File: src/rtl/rxs_pkg.sv
package rxs_pkg;

  // Held event flags for one frame.
  typedef struct packed {
    logic saf;
    logic vlan;
    logic ovf;
    logic ipc;
    logic giant;
    logic lco;
    logic wdog;
    logic rxe;
    logic crc;
  } rx_err_t;

  // Status word bit positions.
  localparam int unsigned B_CRC  = 1;
  localparam int unsigned B_RXE  = 3;
  localparam int unsigned B_WDOG = 4;
  localparam int unsigned B_FT   = 5;
  localparam int unsigned B_LCO  = 6;
  localparam int unsigned B_B7   = 7;
  localparam int unsigned B_LS   = 8;
  localparam int unsigned B_FS   = 9;
  localparam int unsigned B_VLAN = 10;
  localparam int unsigned B_OVF  = 11;
  localparam int unsigned B_LE   = 12;
  localparam int unsigned B_SAF  = 13;
  localparam int unsigned B_DE   = 14;
  localparam int unsigned B_ES   = 15;

  // Frame layout.
  localparam int unsigned LT_POS    = 12;
  localparam int unsigned HDR_BYTES = 14;
  localparam int unsigned FCS_BYTES = 4;
  localparam logic [15:0] ETYPE_MIN = 16'h0600;

endpackage

File: src/rtl/rxs_err_collect.sv
module rxs_err_collect
  import rxs_pkg::*;
(
  input  logic    clk,
  input  logic    rst_n,
  input  logic    start,
  input  logic    active,
  input  rx_err_t strobes,
  output rx_err_t held
);

  rx_err_t err_q;
  rx_err_t err_d;

  // Flags seen so far in this frame, including this cycle's strobes.
  always_comb begin
    err_d = start ? '0 : err_q;
    if (active) begin
      err_d = err_d | strobes;
    end
  end

  always_ff @(posedge clk or negedge rst_n) begin
    if (!rst_n) begin
      err_q <= '0;
    end else if (active) begin
      err_q <= err_d;
    end
  end

  assign held = err_d;

endmodule

File: src/rtl/rxs_frame_track.sv
module rxs_frame_track
  import rxs_pkg::*;
#(
  parameter int unsigned CNT_W = 16
) (
  input  logic       clk,
  input  logic       rst_n,
  input  logic       start,
  input  logic       byte_en,
  input  logic [7:0] data,
  output logic       ft,
  output logic       le
);

  localparam int unsigned EXT_W = CNT_W + 1;
  localparam int unsigned OVERHEAD = HDR_BYTES + FCS_BYTES;

  logic [CNT_W-1:0] cnt_q, cnt_base, cnt_d;
  logic [15:0]      lt_q, lt_base, lt_d;
  logic [EXT_W-1:0] cnt_ext, lt_ext;
  logic             long_enough;

  always_comb begin
    cnt_base = start ? '0 : cnt_q;
    lt_base  = start ? '0 : lt_q;
    cnt_d    = cnt_base + {{(CNT_W-1){1'b0}}, byte_en};
    lt_d     = lt_base;
    if (byte_en && (cnt_base == CNT_W'(LT_POS))) begin
      lt_d[15:8] = data;
    end
    if (byte_en && (cnt_base == CNT_W'(LT_POS + 1))) begin
      lt_d[7:0] = data;
    end
  end

  // Classification on the byte count including this cycle's byte.
  always_comb begin
    long_enough = (cnt_d >= CNT_W'(HDR_BYTES));
    cnt_ext     = {1'b0, cnt_d};
    lt_ext      = EXT_W'(lt_d) + EXT_W'(OVERHEAD);
    ft          = long_enough && (lt_d >= ETYPE_MIN);
    le          = long_enough && !ft && (cnt_ext != lt_ext);
  end

  always_ff @(posedge clk or negedge rst_n) begin
    if (!rst_n) begin
      cnt_q <= '0;
      lt_q  <= '0;
    end else if (byte_en) begin
      cnt_q <= cnt_d;
      lt_q  <= lt_d;
    end
  end

endmodule

File: src/rtl/rxs_desc_fill.sv
module rxs_desc_fill #(
  parameter int unsigned BUF_W = 14
) (
  input  logic             clk,
  input  logic             rst_n,
  input  logic             rx_valid,
  input  logic             rx_first,
  input  logic             rx_last,
  input  logic             wdog,
  input  logic [BUF_W-1:0] buf1_size,
  input  logic [BUF_W-1:0] buf2_size,
  input  logic             next_owned,
  output logic             start,
  output logic             active,
  output logic             byte_en,
  output logic             close,
  output logic             last,
  output logic             trunc,
  output logic             fs
);

  localparam int unsigned CAP_W = BUF_W + 1;

  logic             in_frame_q, in_frame_d;
  logic             fp_q, fp_d, fp_base;
  logic [CAP_W-1:0] fill_q, fill_d, fill_base, fill_inc, cap;
  logic             end_evt, skip, full, mid, placed;

  always_comb begin
    start     = rx_valid && rx_first;
    active    = in_frame_q || start;
    byte_en   = rx_valid && active;
    end_evt   = active && ((byte_en && rx_last) || wdog);
    cap       = CAP_W'(buf1_size) + CAP_W'(buf2_size);
    fill_base = start ? '0 : fill_q;
    fp_base   = start || fp_q;
    skip      = byte_en && (cap == '0) && !end_evt;
    placed    = byte_en && !skip;
    fill_inc  = fill_base + {{(CAP_W-1){1'b0}}, placed};
    full      = placed && !end_evt && (fill_inc >= cap);
    mid       = skip || full;
    close     = end_evt || mid;
    trunc     = mid && !next_owned;
    last      = end_evt || trunc;
    fs        = fp_base && ((fill_base != '0) || placed);
  end

  always_comb begin
    in_frame_d = in_frame_q;
    fill_d     = fill_q;
    fp_d       = fp_q;
    if (close && last) begin
      in_frame_d = 1'b0;
      fill_d     = '0;
      fp_d       = 1'b0;
    end else if (mid) begin
      in_frame_d = 1'b1;
      fill_d     = skip ? {{(CAP_W-1){1'b0}}, 1'b1} : '0;
      fp_d       = skip && fp_base;
    end else if (active) begin
      in_frame_d = 1'b1;
      fill_d     = fill_inc;
      fp_d       = fp_base;
    end
  end

  always_ff @(posedge clk or negedge rst_n) begin
    if (!rst_n) begin
      in_frame_q <= 1'b0;
      fill_q     <= '0;
      fp_q       <= 1'b0;
    end else if (active) begin
      in_frame_q <= in_frame_d;
      fill_q     <= fill_d;
      fp_q       <= fp_d;
    end
  end

endmodule

File: src/rtl/rx_status_builder.sv
module rx_status_builder
  import rxs_pkg::*;
#(
  parameter int unsigned BUF_W = 14,
  parameter int unsigned CNT_W = 16
) (
  input  logic             clk,
  input  logic             rst_n,
  input  logic             rx_valid,
  input  logic             rx_first,
  input  logic             rx_last,
  input  logic [7:0]       rx_byte,
  input  logic             crc_bad,
  input  logic             phy_err,
  input  logic             wdog_expired,
  input  logic             late_coll,
  input  logic             too_long,
  input  logic             ip_hdr_bad,
  input  logic             vlan_seen,
  input  logic             sa_reject,
  input  logic             fifo_ovf,
  input  logic [BUF_W-1:0] buf1_size,
  input  logic [BUF_W-1:0] buf2_size,
  input  logic             next_owned,
  output logic             stat_valid,
  output logic [31:0]      stat_word
);

  logic [1:0] rst_sync;
  logic       rst_int_n;
  logic       start, active, byte_en, close, last, trunc, fs, ft, le;
  rx_err_t    strobes, held;
  logic [31:0] word_d;
  logic        valid_q;
  logic [31:0] word_q;

  // Reset asserts at once and releases on the clock.
  always_ff @(posedge clk or negedge rst_n) begin
    if (!rst_n) begin
      rst_sync <= 2'b00;
    end else begin
      rst_sync <= {rst_sync[0], 1'b1};
    end
  end
  assign rst_int_n = rst_sync[1];

  always_comb begin
    strobes       = '0;
    strobes.crc   = crc_bad;
    strobes.rxe   = phy_err;
    strobes.wdog  = wdog_expired;
    strobes.lco   = late_coll;
    strobes.giant = too_long;
    strobes.ipc   = ip_hdr_bad;
    strobes.vlan  = vlan_seen;
    strobes.saf   = sa_reject;
    strobes.ovf   = fifo_ovf;
  end

  rxs_desc_fill #(.BUF_W(BUF_W)) u_fill (
    .clk       (clk),
    .rst_n     (rst_int_n),
    .rx_valid  (rx_valid),
    .rx_first  (rx_first),
    .rx_last   (rx_last),
    .wdog      (wdog_expired),
    .buf1_size (buf1_size),
    .buf2_size (buf2_size),
    .next_owned(next_owned),
    .start     (start),
    .active    (active),
    .byte_en   (byte_en),
    .close     (close),
    .last      (last),
    .trunc     (trunc),
    .fs        (fs)
  );

  rxs_frame_track #(.CNT_W(CNT_W)) u_track (
    .clk    (clk),
    .rst_n  (rst_int_n),
    .start  (start),
    .byte_en(byte_en),
    .data   (rx_byte),
    .ft     (ft),
    .le     (le)
  );

  rxs_err_collect u_err (
    .clk    (clk),
    .rst_n  (rst_int_n),
    .start  (start),
    .active (active),
    .strobes(strobes),
    .held   (held)
  );

  // Compose the word of the descriptor that closes in this cycle.
  always_comb begin
    word_d = '0;
    if (close) begin
      word_d[B_FS] = fs;
      if (last) begin
        word_d[B_LS]   = 1'b1;
        word_d[B_CRC]  = held.crc;
        word_d[B_RXE]  = held.rxe;
        word_d[B_WDOG] = held.wdog;
        word_d[B_LCO]  = held.lco;
        word_d[B_B7]   = held.giant || held.ipc;
        word_d[B_VLAN] = held.vlan;
        word_d[B_OVF]  = held.ovf;
        word_d[B_SAF]  = held.saf;
        word_d[B_FT]   = ft;
        word_d[B_LE]   = le;
        word_d[B_DE]   = trunc;
        word_d[B_ES]   = held.crc || held.rxe || held.wdog || held.lco ||
                         (held.giant && !held.ipc) || held.ovf || trunc;
      end
    end
  end

  always_ff @(posedge clk or negedge rst_int_n) begin
    if (!rst_int_n) begin
      valid_q <= 1'b0;
      word_q  <= '0;
    end else begin
      valid_q <= close;
      word_q  <= word_d;
    end
  end

  assign stat_valid = valid_q;
  assign stat_word  = word_q;

endmodule

File: config.mk
export PLATFORM = sky130hd
export DESIGN_NAME = rx_status_builder
export DESIGN_NICKNAME = d
export VERILOG_FILES = /design/src/rtl/rxs_pkg.sv /design/src/rtl/rxs_err_collect.sv /design/src/rtl/rxs_frame_track.sv /design/src/rtl/rxs_desc_fill.sv /design/src/rtl/rx_status_builder.sv
export SDC_FILE = /design/constraint.sdc
export NUM_CORES = 1
export LEC_CHECK = 0
export BUFFER_PORTS_ARGS = -buffer_cell sky130_fd_sc_hd__buf_2
export CORE_ASPECT_RATIO = 1.1
export CORE_UTILIZATION = 46
export CTS_BUF_LIST = sky130_fd_sc_hd__clkbuf_16
export DETAILED_ROUTE_END_ITERATION = 8
export GPL_TIMING_DRIVEN = 0
export MAX_ROUTING_LAYER = met4
export PLACE_DENSITY = 0.74
export SYNTH_ARGS = -nofsm -noshare
export SYNTH_HDL_FRONTEND = slang
export SYNTH_HIERARCHICAL = 1
export SYNTH_SLANG_ARGS = --single-unit
File: constraint.sdc
create_clock -name clk -period 4.1 [get_ports clk]
set_input_delay 0.205 -clock clk [delete_from_list [all_inputs] [get_ports clk]]
set_output_delay 0.205 -clock clk [all_outputs]
set_load 0.005 [all_outputs]
==> results.json, run 1 <==
{
  "slowest_stage": "or4b_4",
  "routed_wl_mm": 17.28,
  "fp.dieW_um": 114.9,
  "die_height_um": 126.2,
  "io_buffers": 63,
  "coreArea_um2": 13740,
  "crit_start": "buf1_size[0]",
  "violations": "negative setup slack",
  "synth_seq_cells": 75,
  "cts_buffers": 9,
  "final_net_count": 941,
  "instances_no_fill": 1049,
  "hold_violations": 0,
  "htreeDepth": 3,
  "dr.pass1.iters": 5,
  "cts-root-buf": "clkbuf_16",
  "yosysSeqAreaShare_pct": 29.08,
  "clk_latency_ns": 0.34,
  "clk_pin_slew_ns": 0.06,
  "dp_cells": 1012,
  "startpoint_type": "input pin",
  "synthCells": 743,
  "period_share_pct": 133.2,
  "synth_cell_types": 82,
  "crit_path_max_fanout": 5,
  "period_needed_ns": 5.461,
  "synthArstFlopShare_pct": 100.0,
  "grt-ovfl-total": 0,
  "num_rows": 45,
  "crit_path_end_kind": "flip-flop",
  "cts_tree": "done",
  "avgSynthCellArea_um2": 8.688,
  "grt_max_degree": 47,
  "dieArea_um2": 14510,
  "setup_viol": 32,
  "path_class": "input pin to flip-flop",
  "rsz0062_at_grt": "true",
  "grt_pass1_wl_mm": 28.61,
  "worst_pin_slew_ns": 0.7378,
  "setup_ws_ns": -1.361,
  "track_usage_pct": 25.51,
  "setup_tns_ns": -41.03,
  "final_layout_size_suffix_gt1_share_pct": 25.90,
  "cts_buffer_depth": 2,
  "drv_cap": 0,
  "io_pins": 84,
  "viasPerCell": 5.853,
  "reg2reg_from": "u_fill/in_frame_q",
  "worstHoldStart": "ip_hdr_bad",
  "antenna_cells": 0,
  "status": "finished with violations",
  "grt_pass1_vias": 5768,
  "whs_ns": 0.1119,
  "start_util_pct": 46.99,
  "finalMaxSlewViolations": 0,
  "drtIter0Drc": 660,
  "route.vias.total": 6140,
  "fmax_mhz": 183.1,
  "p_leak_uw": 0.003679,
  "power-per-cell-area_nw_per_um2": 294.8,
  "ant_nets": 0,
  "drc": 0,
  "antenna_found_initial": 0,
  "holdCritPathClass": "input pin to flip-flop",
  "critPathArrivalTime_ns": 5.69,
  "wire_per_inst_um": 16.47,
  "ys_warn_count": 6,
  "relSlewSlack_pct": 50.29,
  "synth_enable_flop_cells": 0,
  "fin_skew_ns": 0.007710,
  "clkSinkCount": 75,
  "place_hpwl_mm": 12.39,
  "syn_to_final_growth_pct": 21.94,
  "crit_required_ns": 4.33,
  "synth_area_um2": 6455,
  "place_congestion": 0.9548,
  "synth_flop_cell": "dfrtp_1",
  "cpPeakStageDelay_ns": 0.58,
  "ir_worst_vdd_uv": 221.9
}
==> metal layers <==
layer / vias to the layer above / GRT usage [%] / routed length (um)
li1: 2945 / - / -
met1: 2914 / 32.30 / 7377
met2: 229 / 40.33 / 8464
met3: 52 / 3.657 / 910
met4: 0 / 11.23 / 527
met5: - / - / 0
==> kinds of logic (layout without fill, tap and decap cells) <==
group	Yosys count	after routing	synth area share [%]
simple gates	283	283	25.04
xor+xnor	40	40	6.300
compound gates	194	194	21.05
flops	75	75	29.08
other cells	2	19	0.1163
mux	24	24	4.032
buf+inv	91	192	7.676
fa+ha+maj	34	34	6.707
==> cell usage after synthesis (all sizes together), types with 16 or more instances <==
cell type | number | area (um2)
nand3 | 30 | 162.7
ha | 33 | 412.9
a21oi | 46 | 230.2
nor3 | 16 | 80.08
mux2 | 16 | 180.2
nor2 | 55 | 214.0
clkbuf | 21 | 80.07
o21ai | 40 | 200.2
xnor2 | 17 | 148.9
nand2 | 58 | 225.2
nand4 | 17 | 118.9
dfrtp | 75 | 1877
a22o | 18 | 158.9
xor2 | 19 | 166.4
inv | 33 | 123.9
buf | 37 | 291.5
and3 | 22 | 140.1
==> per-stage QoR <==
step	power (uW)	setup WS, ns	instance area [um2]	utilization (%)
after floorplan	1347	-1.443	6616	-
after global placement	1497	-2.281	7167	52.17
after detailed placement	1512	-2.231	7198	52.40
after CTS	2306	-1.356	7729	56.26
after global routing	2454	-1.521	7871	57.30
final	2321	-1.361	7871	57.30
==> critical path: cells and delay by family <==
family | cells | cell delay, ns
AO/OA/AOI/OAI | 4 | 0.81
XOR/XNOR | 1 | 0.14
adder cells (fa/ha/maj) | 5 | 1.14
buffers and inverters | 4 | 0.38
multiplexers | 1 | 0.34
AND/OR/NAND/NOR | 16 | 2.67
==> flip-flops by register name, summed over array words and instances, names as in the netlist <==
register	cells
u_fill/fp_q	1
u_track/lt_q	16
u_track/cnt_q	16
rst_sync	2
u_err/err_q	9
stat_word	14
stat_valid	1
u_fill/fill_q	15
u_fill/in_frame_q	1
==> where the power goes <==
| group | switching, uW | internal, uW |
|---|---|---|
| logic | 383 | 307 |
| registers | 57.2 | 797 |
| clock network | 356 | 421 |
==> cell usage in the layout (no fill, tap or decap), types with 17 or more instances in the layout <==
cell type and n:
inv_1 32, buf_4 35, nor2_1 51, ha_1 29
a22o_1 17, dfrtp_1 74, xor2_1 19, nand3_1 27
nand2_1 54, and3_1 18, buf_2 68, a21oi_1 43
o21ai_0 38, conb_1 19
==> cell type report <==
type                            instances  area, um2
Sequential cell                        75       1881
Clock buffer                            9      225.2
Multi-Input combinational cell        594       4394
Tap cell                              188      235.2
Inverter                               33      123.9
Clock inverter                          7      57.56
Timing Repair Buffer                   87      581.8
Fill cell                            1273       5867
Buffer                                 56      372.9
==> timing repair <==
item | 4_1_cts | 5_1_grt
endpoints found under the hold margin | 2 | 0
resized for setup | 23 | 25
buffers inserted | 14 | 6
pin swaps | 27 | 20
cloned | 2 | 0
hold buffers | 1 | 0
endpoints found under the setup margin | 38 | 37
==> final timing paths <==
| path | to | slack [ns] | cells past startpoint |
|---|---|---|---|
| max | stat_word[11] | -1.36 | 31 |
| min | u_err/err_q[5] | 0.11 | 2 |
| max reg2reg | stat_word[11] | -1.19 | 27 |
| min reg2reg | stat_word[1] | 0.25 | 0 |
| max in group asynchronous | u_track/lt_q[0] | 3.29 | 1 |
| min in group asynchronous | rst_sync[1] | 0.17 | 2 |
Note: power is estimated with default switching activity, not from simulation.
==> inputs of run 2 (changes only) <==
PLACE_DENSITY = 0.75   (was 0.74)
SYNTH_HIERARCHICAL = unset   (was 1)
TNS_END_PERCENT = 30   (was unset)
==> run 2 against run 1 <==
Compared with the run above:
- the flow still finishes with violations (negative setup slack)
- fmax up 2.7%
- setup slack improved by 0.14 ns
- worst hold slack got worse by 0.012 ns
- clock skew rose by 0.0019 ns
- count of clock-buffer cells in the layout unchanged
- die area fell by 12%
- total power increased by 1.3%
- final area is 8.8% lower
- wire length down 5.7%
- sequential share of layout area grew 2.3 points
- via count fell by 8.4%
- synthesized area is 12% lower
- critical endpoint is now stat_word[13]
- largest cell class unchanged
- highest routed layer unchanged
==> results.json, run 2 <==
{
  "dieArea_um2": 12800,
  "track_usage_pct": 26.61,
  "grt-ovfl-total": 0,
  "startpoint_type": "input pin",
  "cts-root-buf": "clkbuf_16",
  "grt_pass1_vias": 5554,
  "htreeDepth": 3,
  "viasPerCell": 5.922,
  "final_layout_size_suffix_gt1_share_pct": 26.88,
  "violations": "negative setup slack",
  "synth_enable_flop_cells": 0,
  "dr.pass1.iters": 5,
  "min_to": "stat_word[14]",
  "start_util_pct": 47.22,
  "regToRegSetupSlack_ns": -1.10,
  "p_leak_uw": 0.003238,
  "clk_pin_slew_ns": 0.06,
  "synthArstFlopShare_pct": 100.0,
  "critPathTopFamily": "simple AND/OR/NAND/NOR gates",
  "die_height_um": 118.6,
  "netlist_top_cells_area": "dfrtp_1, ha_1, nand2_1",
  "antenna_cells": 0,
  "fmax_mhz": 188.1,
  "synth_area_um2": 5683,
  "antenna_found_initial": 0,
  "rsz0062_at_grt": "true",
  "clk_latency_ns": 0.35,
  "hold_path_depth": 2,
  "hold_violations": 0,
  "holdCritPathClass": "input pin to flip-flop",
  "path_class": "input pin to flip-flop",
  "crit_path_max_fanout": 10,
  "coreArea_um2": 12030,
  "syn_to_final_growth_pct": 26.27,
  "ys_warn_count": 0,
  "clkSinkCount": 75,
  "relSlewSlack_pct": 44.40,
  "drv_cap": 0,
  "synth_cell_types": 72,
  "period_share_pct": 129.7,
  "critPathArrivalTime_ns": 5.55,
  "num_rows": 42,
  "drc": 0,
  "synth.largest_area_cell": "dfrtp_1",
  "cts_buffer_depth": 2,
  "worstHoldStart": "next_owned",
  "place_congestion": 0.9522,
  "yosysSeqAreaShare_pct": 33.03,
  "grt_pass1_wl_mm": 26.08,
  "place_hpwl_mm": 11.53,
  "synth_flop_cell": "dfrtp_1",
  "fp.dieW_um": 108.0,
  "ir_worst_vdd_uv": 198.3,
  "slowest_stage": "or4b_4",
  "grt_max_degree": 49,
  "finalMaxSlewViolations": 0,
  "power-per-cell-area_nw_per_um2": 327.5,
  "dp_worst_setup_slack_ns": -2.113,
  "synthCells": 675,
  "r2r-end": "stat_word[13]",
  "worst_pin_slew_ns": 0.8253,
  "status": "finished with violations",
  "cp_common_cell": "nor2_2",
  "routed_wl_mm": 16.30,
  "io_pins": 84,
  "final_cell_mix": "nand2_1, dfrtp_1, buf_2",
  "dp_cells": 910,
  "final.fill_count": 1045,
  "instances_no_fill": 950,
  "setup_viol": 32,
  "cts_buffers": 9,
  "fin_skew_ns": 0.009578,
  "wire_per_inst_um": 17.15,
  "mostFrequentLayoutCell": "nand2_1",
  "final_net_count": 877,
  "io_buffers": 63,
  "cpPeakStageDelay_ns": 0.51,
  "synth_top_area_share_pct": 33.03,
  "r2r.worst_path.cells": 28,
  "crit_path_end_kind": "flip-flop",
  "crit_required_ns": 4.34,
  "avgSynthCellArea_um2": 8.419,
  "setup_ws_ns": -1.216,
  "synthTopCellsByCount": "nand2_1, dfrtp_1, o21ai_0",
  "synth_most_common_cell": "nand2_1",
  "cts_tree": "done",
  "drtIter0Drc": 279,
  "reg2reg_from": "u_fill.in_frame_q",
  "route.vias.total": 5626,
  "ant_nets": 0,
  "cp_num_buf_inv": 6,
  "period_needed_ns": 5.316,
  "synth_seq_cells": 75,
  "top_regs": "u_track.cnt_q x16, u_track.lt_q x16, u_fill.fill_q x15"
}
==> run 2: changes by cell type after synthesis, moves of 10 or more <==
cell	change
a21oi_1	-17
a32o_1	-14
mux2_2	-16
nand2_1	+30
nor2_1	-16
o21ai_0	+10
==> run 2: how the worst max path moves through the flow <==
| stage | to | startpoint | slack (ns) | cells past startpoint |
|---|---|---|---|---|
| floorplan | u_fill.fill_q[11] | buf1_size[0] | -1.12 | 30 |
| global placement | u_fill.fill_q[11] | buf1_size[0] | -1.97 | 31 |
| detailed placement | u_fill.fill_q[8] | buf1_size[0] | -2.11 | 32 |
| CTS | u_fill.fill_q[8] | buf2_size[0] | -1.19 | 32 |
| global route | u_fill.fill_q[13] | buf2_size[0] | -1.49 | 32 |
| finish | stat_word[13] | buf2_size[0] | -1.22 | 33 |
==> run 2: power breakdown <==
group	internal [uW]	switching [uW]
clock network	419	352
logic	289	440
registers	804	47.4
==> run 2: cell type report <==
class | count | area [um2] | share of cell area, %
plain buffers | 43 | 262.8 | 3.662
clock buffers | 9 | 225.2 | 3.139
clock inverters | 7 | 56.30 | 0.7847
inverters | 29 | 108.9 | 1.517
multi-input cells | 542 | 3877 | 54.04
flip-flops and latches | 75 | 1881 | 26.21
well taps | 154 | 192.7 | 2.685
repair buffers | 91 | 571.8 | 7.969
==> run 2: logic make-up after synthesis <==
family          count (synthesis)  synth area share [%]
fa+ha+maj                      35                 7.838
flops                          75                 33.03
buf+inv                        75                 6.847
compound gates                176                 20.65
other cells                     2                0.1321
mux                             4                0.7046
simple gates                  258                 22.96
xor+xnor                       50                 7.838
==> run 2: metrics by stage <==
step           setup TNS [ns]  cell area [um2]  total power, uW  utilization (%)  hold slack, ns
2_1_floorplan          -31.50             5823             1287                -        -0.09059
3_3_place_gp           -57.91             6331             1460            52.61       -0.009770
3_5_place_dp           -62.17             6362             1482            52.87       -0.007377
4_1_cts                -34.35             6982             2305            58.02         0.09116
5_1_grt                -44.28             7176             2464            59.63          0.1151
6_report               -36.11             7176             2350            59.63          0.1000
==> run 2: worst reg2reg max path, delay by kind of cell, from the launching register on <==
kind | cells | cell delay (ns)
DFF | 1 | 0.44
buffers and inverters | 4 | 0.62
xor gates and xnor gates | 1 | 0.21
and+or+nand+nor | 16 | 2.37
AOI/OAI and AO/OA | 5 | 0.92
adders and majority gates | 2 | 0.51
==> run 2: repair_timing <==
action / 4_1_cts / 5_1_grt
resized for setup: 43 / 31
setup buffers: 17 / 9
endpoints found under the hold margin: 2 / 0
setup endpoints to repair: 33 / 33
pin swaps: 32 / 17
hold buffers: 1 / 0
==> run 2: layer usage <==
metal  up-vias  part of all wire [%]  global-route usage [%]
met1      2714                    39                   29.28
met5         -                     0                       -
met2       206                    53                   46.93
li1       2656                     -                       -
met4         0                   4.0                   11.22
met3        50                   4.6                   4.192
